<file path="src/rtl/flash_eng_pkg.sv">
package flash_eng_pkg;

    typedef enum logic [2:0] {
        ST_IDLE    = 3'd0,
        ST_COLLECT = 3'd1,
        ST_RESP    = 3'd2,
        ST_STREAM  = 3'd3,
        ST_PROG    = 3'd4
    } eng_state_e;

    localparam logic [7:0] OP_WREN   = 8'h06;
    localparam logic [7:0] OP_WRDI   = 8'h04;
    localparam logic [7:0] OP_STATUS = 8'h05;
    localparam logic [7:0] OP_IDENT  = 8'h9F;
    localparam logic [7:0] OP_READ   = 8'h03;
    localparam logic [7:0] OP_FREAD  = 8'h0B;
    localparam logic [7:0] OP_PROG   = 8'h02;
    localparam logic [7:0] OP_ERASE  = 8'hD8;
    localparam logic [7:0] OP_ADDR4  = 8'hB7;
    localparam logic [7:0] OP_ADDR3  = 8'hE9;
    localparam logic [7:0] OP_SEG_RD = 8'hC8;
    localparam logic [7:0] OP_SEG_WR = 8'hC5;
    localparam logic [7:0] OP_CFG_WR = 8'h81;
    localparam logic [7:0] OP_CFG_RD = 8'h85;
    localparam logic [7:0] OP_ARM    = 8'h66;
    localparam logic [7:0] OP_SWRST  = 8'h99;

endpackage

</file>
<file path="src/rtl/flash_eng_addr.sv">
module flash_eng_addr #(
    parameter int ADDR_W    = 32,
    parameter int SEG_SHIFT = 24
) (
    input  logic [ADDR_W-1:0] sh,
    input  logic              four_b,
    input  logic [1:0]        seg,
    output logic [ADDR_W-1:0] addr
);
    localparam int LOW_W = SEG_SHIFT;

    logic [ADDR_W-1:0] low_part;
    logic [ADDR_W-1:0] seg_part;

    always_comb begin
        low_part = {{(ADDR_W-LOW_W){1'b0}}, sh[LOW_W-1:0]};
        seg_part = {{(ADDR_W-2){1'b0}}, seg} << SEG_SHIFT;
        if (four_b) begin
            addr = sh;
        end else begin
            addr = low_part + seg_part;
        end
    end
endmodule

</file>
<file path="src/rtl/flash_eng_mem.sv">
module flash_eng_mem #(
    parameter int MEM_BYTES = 256,
    parameter bit OVERWRITE = 1'b0,
    localparam int IDX_W    = $clog2(MEM_BYTES)
) (
    input  logic             clk,
    input  logic             rst_n,
    input  logic [IDX_W-1:0] rd_idx,
    output logic [7:0]       rd_data,
    input  logic             wr_en,
    input  logic [IDX_W-1:0] wr_idx,
    input  logic [7:0]       wr_data
);
    logic [7:0] mem_q [MEM_BYTES];
    logic [7:0] cell_d;

    assign rd_data = mem_q[rd_idx];

    generate
        if (OVERWRITE) begin : g_direct
            always_comb cell_d = wr_data;
        end else begin : g_clear_only
            always_comb cell_d = mem_q[wr_idx] & wr_data;

            // an AND-merge write never raises a bit that was 0
            a_r8_bits_only_clear: assert property (@(posedge clk) disable iff (!rst_n)
                wr_en |=> ((mem_q[$past(wr_idx)] & ~$past(mem_q[wr_idx])) == 8'h00));
        end
    endgenerate

    always_ff @(posedge clk) begin
        if (!rst_n) begin
            for (int i = 0; i < MEM_BYTES; i++) begin
                mem_q[i] <= 8'hFF;
            end
        end else if (wr_en) begin
            mem_q[wr_idx] <= cell_d;
        end
    end
endmodule

</file>
<file path="src/rtl/flash_eng_ctrl.sv">
module flash_eng_ctrl
    import flash_eng_pkg::*;
#(
    parameter int          MEM_BYTES = 256,
    parameter logic [23:0] DEV_ID    = 24'h5A3C11,
    parameter logic [15:0] EXT_ID    = 16'h0042,
    parameter bit          EXT_ID_EN = 1'b1,
    parameter logic [7:0]  VCFG_RST  = 8'h10,
    localparam int IDX_W    = $clog2(MEM_BYTES),
    localparam int ADDR_W   = 32,
    localparam int MAX_NEED = 4 + 15,
    localparam int CNT_W    = $clog2(MAX_NEED + 1)
) (
    input  logic              clk,
    input  logic              rst_n,
    input  logic              cs_n,
    input  logic              xfer_vld,
    input  logic [7:0]        rx_byte,
    output logic [7:0]        tx_byte,
    output logic              erase_req,
    output logic [ADDR_W-1:0] erase_addr,
    output logic [IDX_W-1:0]  mem_rd_idx,
    input  logic [7:0]        mem_rd_data,
    output logic              mem_wr_en,
    output logic [IDX_W-1:0]  mem_wr_idx,
    output logic [7:0]        mem_wr_data,
    output logic [ADDR_W-1:0] asm_sh,
    output logic              asm_four,
    output logic [1:0]        asm_seg,
    input  logic [ADDR_W-1:0] full_addr
);
    typedef struct packed {
        eng_state_e        st;
        logic [7:0]        cmd;
        logic [CNT_W-1:0]  got;
        logic [CNT_W-1:0]  need;
        logic [ADDR_W-1:0] sh;
        logic [IDX_W-1:0]  cur;
        logic              wel;
        logic              arm;
        logic              four_b;
        logic [7:0]        seg;
        logic [7:0]        vcfg;
        logic [39:0]       rsp;
        logic [2:0]        left;
        logic              pgm_ok;
        logic [7:0]        tx;
        logic              erase_req;
        logic [ADDR_W-1:0] erase_addr;
    } eng_regs_t;

    eng_regs_t r_q, r_d;

    logic [CNT_W-1:0]  alen;
    logic [ADDR_W-1:0] sh_next;
    logic              addr_byte;
    logic              last_byte;

    always_comb begin
        alen      = r_q.four_b ? CNT_W'(4) : CNT_W'(3);
        sh_next   = {r_q.sh[ADDR_W-9:0], rx_byte};
        addr_byte = (r_q.got < alen);
        last_byte = ((r_q.got + 1'b1) == r_q.need);
        asm_sh    = addr_byte ? sh_next : r_q.sh;
        asm_four  = r_q.four_b;
        asm_seg   = r_q.seg[1:0];
    end

    always_comb begin
        r_d           = r_q;
        r_d.erase_req = 1'b0;
        mem_rd_idx    = r_q.cur;
        mem_wr_idx    = r_q.cur;
        mem_wr_data   = rx_byte;
        mem_wr_en     = 1'b0;

        if (cs_n) begin
            r_d.st = ST_IDLE;
        end else if (xfer_vld) begin
            r_d.tx = 8'h00;
            unique case (r_q.st)
                ST_IDLE: begin
                    r_d.cmd = rx_byte;
                    r_d.got = '0;
                    if (rx_byte != OP_SWRST) begin
                        r_d.arm = 1'b0;
                    end
                    case (rx_byte)
                        OP_WREN: r_d.wel = 1'b1;
                        OP_WRDI: r_d.wel = 1'b0;
                        OP_STATUS: begin
                            r_d.rsp  = {6'b0, r_q.wel, 1'b0, 32'h0};
                            r_d.left = 3'd1;
                            r_d.st   = ST_RESP;
                        end
                        OP_IDENT: begin
                            r_d.rsp  = {DEV_ID, EXT_ID};
                            r_d.left = EXT_ID_EN ? 3'd5 : 3'd3;
                            r_d.st   = ST_RESP;
                        end
                        OP_SEG_RD: begin
                            r_d.rsp  = {r_q.seg, 32'h0};
                            r_d.left = 3'd1;
                            r_d.st   = ST_RESP;
                        end
                        OP_CFG_RD: begin
                            r_d.rsp  = {r_q.vcfg, 32'h0};
                            r_d.left = 3'd1;
                            r_d.st   = ST_RESP;
                        end
                        OP_READ, OP_PROG, OP_ERASE: begin
                            r_d.need = alen;
                            r_d.st   = ST_COLLECT;
                        end
                        OP_FREAD: begin
                            r_d.need = alen + CNT_W'(r_q.vcfg[7:4]);
                            r_d.st   = ST_COLLECT;
                        end
                        OP_SEG_WR, OP_CFG_WR: begin
                            r_d.need = CNT_W'(1);
                            r_d.st   = ST_COLLECT;
                        end
                        OP_ADDR4: r_d.four_b = 1'b1;
                        OP_ADDR3: r_d.four_b = 1'b0;
                        OP_ARM:   r_d.arm    = 1'b1;
                        OP_SWRST: begin
                            if (r_q.arm) begin
                                r_d.wel    = 1'b0;
                                r_d.four_b = 1'b0;
                                r_d.seg    = 8'h00;
                                r_d.vcfg   = VCFG_RST;
                            end
                            r_d.arm = 1'b0;
                        end
                        default: ;
                    endcase
                end

                ST_COLLECT: begin
                    r_d.got = r_q.got + 1'b1;
                    if (addr_byte) begin
                        r_d.sh = sh_next;
                    end
                    if (last_byte) begin
                        r_d.st = ST_IDLE;
                        case (r_q.cmd)
                            OP_READ, OP_FREAD: begin
                                r_d.cur = full_addr[IDX_W-1:0];
                                r_d.st  = ST_STREAM;
                            end
                            OP_PROG: begin
                                r_d.cur    = full_addr[IDX_W-1:0];
                                r_d.pgm_ok = r_q.wel;
                                r_d.wel    = 1'b0;
                                r_d.st     = ST_PROG;
                            end
                            OP_ERASE: begin
                                if (r_q.wel) begin
                                    r_d.erase_req  = 1'b1;
                                    r_d.erase_addr = full_addr;
                                end
                                r_d.wel = 1'b0;
                            end
                            OP_SEG_WR: begin
                                if (r_q.wel) begin
                                    r_d.seg = rx_byte;
                                end
                                r_d.wel = 1'b0;
                            end
                            OP_CFG_WR: begin
                                if (r_q.wel) begin
                                    r_d.vcfg = rx_byte;
                                end
                                r_d.wel = 1'b0;
                            end
                            default: ;
                        endcase
                    end
                end

                ST_RESP: begin
                    r_d.tx   = r_q.rsp[39:32];
                    r_d.rsp  = {r_q.rsp[31:0], 8'h00};
                    r_d.left = r_q.left - 3'd1;
                    if (r_q.left == 3'd1) begin
                        r_d.st = ST_IDLE;
                    end
                end

                ST_STREAM: begin
                    r_d.tx  = mem_rd_data;
                    r_d.cur = r_q.cur + 1'b1;
                end

                ST_PROG: begin
                    mem_wr_en = r_q.pgm_ok;
                    r_d.cur   = r_q.cur + 1'b1;
                end

                default: r_d.st = ST_IDLE;
            endcase
        end
    end

    always_ff @(posedge clk) begin
        if (!rst_n) begin
            r_q      <= '0;
            r_q.vcfg <= VCFG_RST;
        end else begin
            r_q <= r_d;
        end
    end

    assign tx_byte    = r_q.tx;
    assign erase_req  = r_q.erase_req;
    assign erase_addr = r_q.erase_addr;

    // a released select always lands the engine in idle
    a_r1_deselect_idle: assert property (@(posedge clk) disable iff (!rst_n)
        cs_n |=> (r_q.st == ST_IDLE));

    // any opcode other than the arm opcode leaves the engine disarmed
    a_r11_arm_cancel: assert property (@(posedge clk) disable iff (!rst_n)
        (!cs_n && xfer_vld && r_q.st == ST_IDLE && rx_byte != OP_ARM) |=> !r_q.arm);

    // an erase request is never seen while write enable is still set
    a_r9_erase_drops_wel: assert property (@(posedge clk) disable iff (!rst_n)
        r_q.erase_req |-> !r_q.wel);

    // the erase request is a single-cycle pulse
    a_r10_erase_pulse: assert property (@(posedge clk) disable iff (!rst_n)
        r_q.erase_req |=> !r_q.erase_req);

    // the response state always holds at least one pending byte
    a_r3_resp_pending: assert property (@(posedge clk) disable iff (!rst_n)
        (r_q.st == ST_RESP) |-> (r_q.left != 3'd0));
endmodule

</file>
<file path="src/rtl/flash_eng_top.sv">
module flash_eng_top #(
    parameter int          MEM_BYTES = 256,
    parameter logic [23:0] DEV_ID    = 24'h5A3C11,
    parameter logic [15:0] EXT_ID    = 16'h0042,
    parameter bit          EXT_ID_EN = 1'b1,
    parameter logic [7:0]  VCFG_RST  = 8'h10,
    parameter bit          OVERWRITE = 1'b0
) (
    input  logic        clk,
    input  logic        rst_n,
    input  logic        cs_n,
    input  logic        xfer_vld,
    input  logic [7:0]  rx_byte,
    output logic [7:0]  tx_byte,
    output logic        erase_req,
    output logic [31:0] erase_addr
);
    localparam int IDX_W  = $clog2(MEM_BYTES);
    localparam int ADDR_W = 32;

    logic [IDX_W-1:0]  rd_idx;
    logic [7:0]        rd_data;
    logic              wr_en;
    logic [IDX_W-1:0]  wr_idx;
    logic [7:0]        wr_data;
    logic [ADDR_W-1:0] asm_sh;
    logic              asm_four;
    logic [1:0]        asm_seg;
    logic [ADDR_W-1:0] full_addr;

    flash_eng_ctrl #(
        .MEM_BYTES (MEM_BYTES),
        .DEV_ID    (DEV_ID),
        .EXT_ID    (EXT_ID),
        .EXT_ID_EN (EXT_ID_EN),
        .VCFG_RST  (VCFG_RST)
    ) ctrl_i (
        .clk         (clk),
        .rst_n       (rst_n),
        .cs_n        (cs_n),
        .xfer_vld    (xfer_vld),
        .rx_byte     (rx_byte),
        .tx_byte     (tx_byte),
        .erase_req   (erase_req),
        .erase_addr  (erase_addr),
        .mem_rd_idx  (rd_idx),
        .mem_rd_data (rd_data),
        .mem_wr_en   (wr_en),
        .mem_wr_idx  (wr_idx),
        .mem_wr_data (wr_data),
        .asm_sh      (asm_sh),
        .asm_four    (asm_four),
        .asm_seg     (asm_seg),
        .full_addr   (full_addr)
    );

    flash_eng_addr #(
        .ADDR_W    (ADDR_W),
        .SEG_SHIFT (24)
    ) addr_i (
        .sh     (asm_sh),
        .four_b (asm_four),
        .seg    (asm_seg),
        .addr   (full_addr)
    );

    flash_eng_mem #(
        .MEM_BYTES (MEM_BYTES),
        .OVERWRITE (OVERWRITE)
    ) mem_i (
        .clk     (clk),
        .rst_n   (rst_n),
        .rd_idx  (rd_idx),
        .rd_data (rd_data),
        .wr_en   (wr_en),
        .wr_idx  (wr_idx),
        .wr_data (wr_data)
    );
endmodule

</file>
<file path="config.mk">
export PLATFORM = sky130hd
export DESIGN_NAME = flash_eng_top
export DESIGN_NICKNAME = d
export VERILOG_FILES = /design/src/rtl/flash_eng_pkg.sv /design/src/rtl/flash_eng_addr.sv /design/src/rtl/flash_eng_mem.sv /design/src/rtl/flash_eng_ctrl.sv /design/src/rtl/flash_eng_top.sv
export SDC_FILE = /design/constraint.sdc
export NUM_CORES = 2
export LEC_CHECK = 0
export BUFFER_PORTS_ARGS = -buffer_cell sky130_fd_sc_hd__buf_2
export CAP_MARGIN = 0
export CORE_MARGIN = 1.5
export CORE_UTILIZATION = 27
export CTS_BUF_LIST = sky130_fd_sc_hd__clkbuf_16
export CTS_CLUSTER_DIAMETER = 150
export DETAILED_ROUTE_END_ITERATION = 6
export PLACE_DENSITY = 0.46
export SYNTH_ARGS = -nofsm -noshare
export SYNTH_HDL_FRONTEND = slang
export SYNTH_HIERARCHICAL = 1
export SYNTH_SLANG_ARGS = --single-unit
</file>
<file path="constraint.sdc">
create_clock -name clk -period 5.36 [get_ports clk]
set_input_delay 0.268 -clock clk [delete_from_list [all_inputs] [get_ports clk]]
set_output_delay 0.268 -clock clk [all_outputs]
set_load 0.005 [all_outputs]
</file>
==> reports/metrics.yaml <==
post_cts_buffers: 0
power.density_nw_per_um2: 296.4
routed_via_density: 5.534
fin_area_um2: 133000
cts_root_buffer: "clkbuf_16"
grt_overflow: 0
ctsLongestPathBuffers: 4
ys_seq_area_share_pct: 56.02
rows: 239
arrival_ps: 5980
skew_ps: 47.87
final_util_pct: 31.41
tns_ps: 0
rsz0062_at_grt: "false"
die-area_um2: 428800
dp_hpwl_um: 320900
slew_viol_final: 0
wl_per_cell_um: 31.95
netSwitchingFraction_pct: 23.56
synth_top_area_share_pct: 53.61
leakagePower_uw: 0.04013
gp_congestion: 0.9322
period_minus_slack_ps: 5149
setup-violations-final: 0
ctsHoldBuffers: 12
antenna_found_initial: 33
hold_violations: 0
start_util_pct: 27.09
dr.pass1.iters: 7
wl_um: 455800
worstPathMaxFanout: 24
ctsResizeCount: 0
cts_inserted_buffers: 263
critical_path_buf_inv_count: 2
holdWs_ps: 197.4
clk_pin_slew_worst_paths_ps: 60
hold_class: "in2reg"
grt_pass1_wl_um: 626600
reg2reg_depth: 10
critPathRequiredTime_ps: 6190
path_class: "reg2reg"
cp_slowest_cell: "dfxtp_4"
violations: "DRC"
pwr-share-comb_pct: 5.7
placed_cells: 13780
switchingPower_uw: 9287
synth_cell_types: 90
cts_num_sinks: 2186
num_vias: 78950
syn_area_um2: 114700
fmax_ghz: 0.1942
final_antenna_net_count: 0
h-tree-depth: 5
synthTopCellsByArea: "edfxtp_1, mux4_2, nand2_1"
crit_chain: "buf_4, buf_4, mux4_2, mux4_2, mux2i_1, a22oi_1, nor3b_1, mux2_2, a22oi_1, nor2_1"
area_delta_synth_final_pct: 15.92
layout-drive-gt1-share_pct: 28.92
nets: 8412
postSynthCellCount: 8145
io_pins: 53
critPathMaxStageDelay_ps: 1020
syn_avg_cell_area_um2: 14.08
cp_num_cells: 10
p_seq_share_pct: 50.1
internal-power_uw: 30140
drt_iter0_markers: 10390
drc_errors: 52
fin_cells: 14270
syn-num-nets: 8167
die_w_um: 654.8
synthFlopType: "edfxtp_1"
ys_seq_elements: 2186
yosys.area.top_type: "edfxtp_1"
core_um2: 423400
placed_cell_area_um2: 124700
slew_headroom_pct: 5.087
peakVddDrop_mv: 0.2147
fin_crit_sh_pct: 96.07
status: "complete, but fails checks"
async_flop_share_pct: 0
first_global_vias: 77050
cp-end-kind: "register"
cts_tree: "done"
crit_family: "multiplexers"
worst_pin_slew_ps: 1421
grt_usage_pct: 20.73
grt_max_degree: 101
whs_path_depth: 3
fillers: 42030
clockPowerShare_pct: 44.2
die_y_um: 654.8
portBuffers: 52
synth_edf_count: 2048
yosys_warnings: 6
cap_violations: 0
cp-start-kind: "register"
clock_latency_ps: 920
-- final cells by class --
type | instances | area (um^2) | share of cell area, %
clock buffer | 267 | 6681 | 5.024
sequential | 2186 | 64290 | 48.34
clock inverter | 201 | 1468 | 1.104
tap | 5663 | 7086 | 5.328
inverter | 16 | 70.07 | 0.05269
timing repair buffer | 858 | 7652 | 5.754
antenna | 10 | 25.02 | 0.01882
multi-input combinational | 5065 | 45720 | 34.38
-- registers in the layout, summed over array words and instances (netlist names) --
register and flops:
ctrl_i/erase_addr 32, ctrl_i/asm_four 1, ctrl_i/erase_req 1, ctrl_i/asm_seg 2, ctrl_i/mem_rd_idx 8, mem_i/mem_q 2048
ctrl_i/r_q 86, ctrl_i/tx_byte 8
-- per-layer routing --
layer  up-vias  track usage, %  wire length [um]
met5         -               0                76
met4        12           9.836             24730
met3       836           3.982             41350
met2      4043           32.28            207000
met1     41970           27.81            182700
li1      32080               -                 -
-- worst reg2reg max path, delay by kind of cell (launching register included) --
family | cells | cell delay (ps)
multiplexers | 4 | 1190
AND/OR/NAND/NOR | 2 | 1160
flip-flops | 1 | 1020
buffers and inverters | 2 | 860
AO/OA/AOI/OAI | 2 | 860
-- cells in the final DEF (no fill, tap or decap), types with 29 or more instances in the layout --
master / count
nand2_1: 1711
a22oi_1: 93
mux2_2: 86
nor2_1: 421
buf_4: 690
mux4_2: 1136
a21oi_1: 72
buf_2: 51
o21ai_0: 264
mux2i_1: 190
clkinv_1: 76
a211oi_1: 29
dfxtp_1: 130
buf_12: 104
edfxtp_1: 2048
nor3_1: 75
nand3_1: 547
inv_1: 65
o22ai_1: 70
clkbuf_16: 267
-- power groups by stage --
stage               registers (uW)  logic, uW  clock network (uW)
global placement             20100       2210                   0
global route                 19800       2300               18300
finish                       19800       2250               17400
floorplan                    19900       1220                   0
detailed placement           20100       2220                   0
CTS                          19800       2230               17700
-- kinds of logic (layout without fill, tap and decap cells) --
family / Yosys count / count (layout) / share of synthesized area (%)
and+or+nand+nor: 2953 / 2953 / 10.87
DFF: 2186 / 2186 / 56.02
muxes: 1413 / 1413 / 24.81
buffers and inverters: 894 / 1342 / 4.330
AOI/OAI and AO/OA: 678 / 678 / 3.770
xor gates and xnor gates: 11 / 11 / 0.08399
adders and majority gates: 10 / 10 / 0.1156
other: 0 / 10 / 0
-- worst paths after layout --
check | start | end | slack (ps)
worst max-delay path | ctrl_i/mem_rd_idx[0] | ctrl_i/tx_byte[6] | 210
worst min-delay path | cs_n | ctrl_i/r_q[164] | 200
worst min register to register | ctrl_i/r_q[78] | ctrl_i/r_q[78] | 450
worst max register to register | ctrl_i/mem_rd_idx[0] | ctrl_i/tx_byte[6] | 210
-- cells in the mapped netlist, types with 24 or more instances --
library cell	count
a211oi_1	29
a21oi_1	72
a22oi_1	93
buf_1	97
buf_2	216
buf_4	213
buf_6	70
clkbuf_1	281
dfxtp_1	138
edfxtp_1	2048
mux2_2	86
mux2i_1	191
mux4_2	1136
nand2_1	1715
nand2b_1	24
nand3_1	555
nor2_1	424
nor2b_1	33
nor3_1	75
o21ai_0	264
o22ai_1	70
-- metrics by stage --
stage,worst slack (ps),power [uW]
floorplan,1770,21160
global placement,311.5,22260
detailed placement,394.0,22330
CTS,335.5,39710
global route,234.7,40420
finish,210.6,39420
Note: power is estimated with default switching activity, not from simulation.
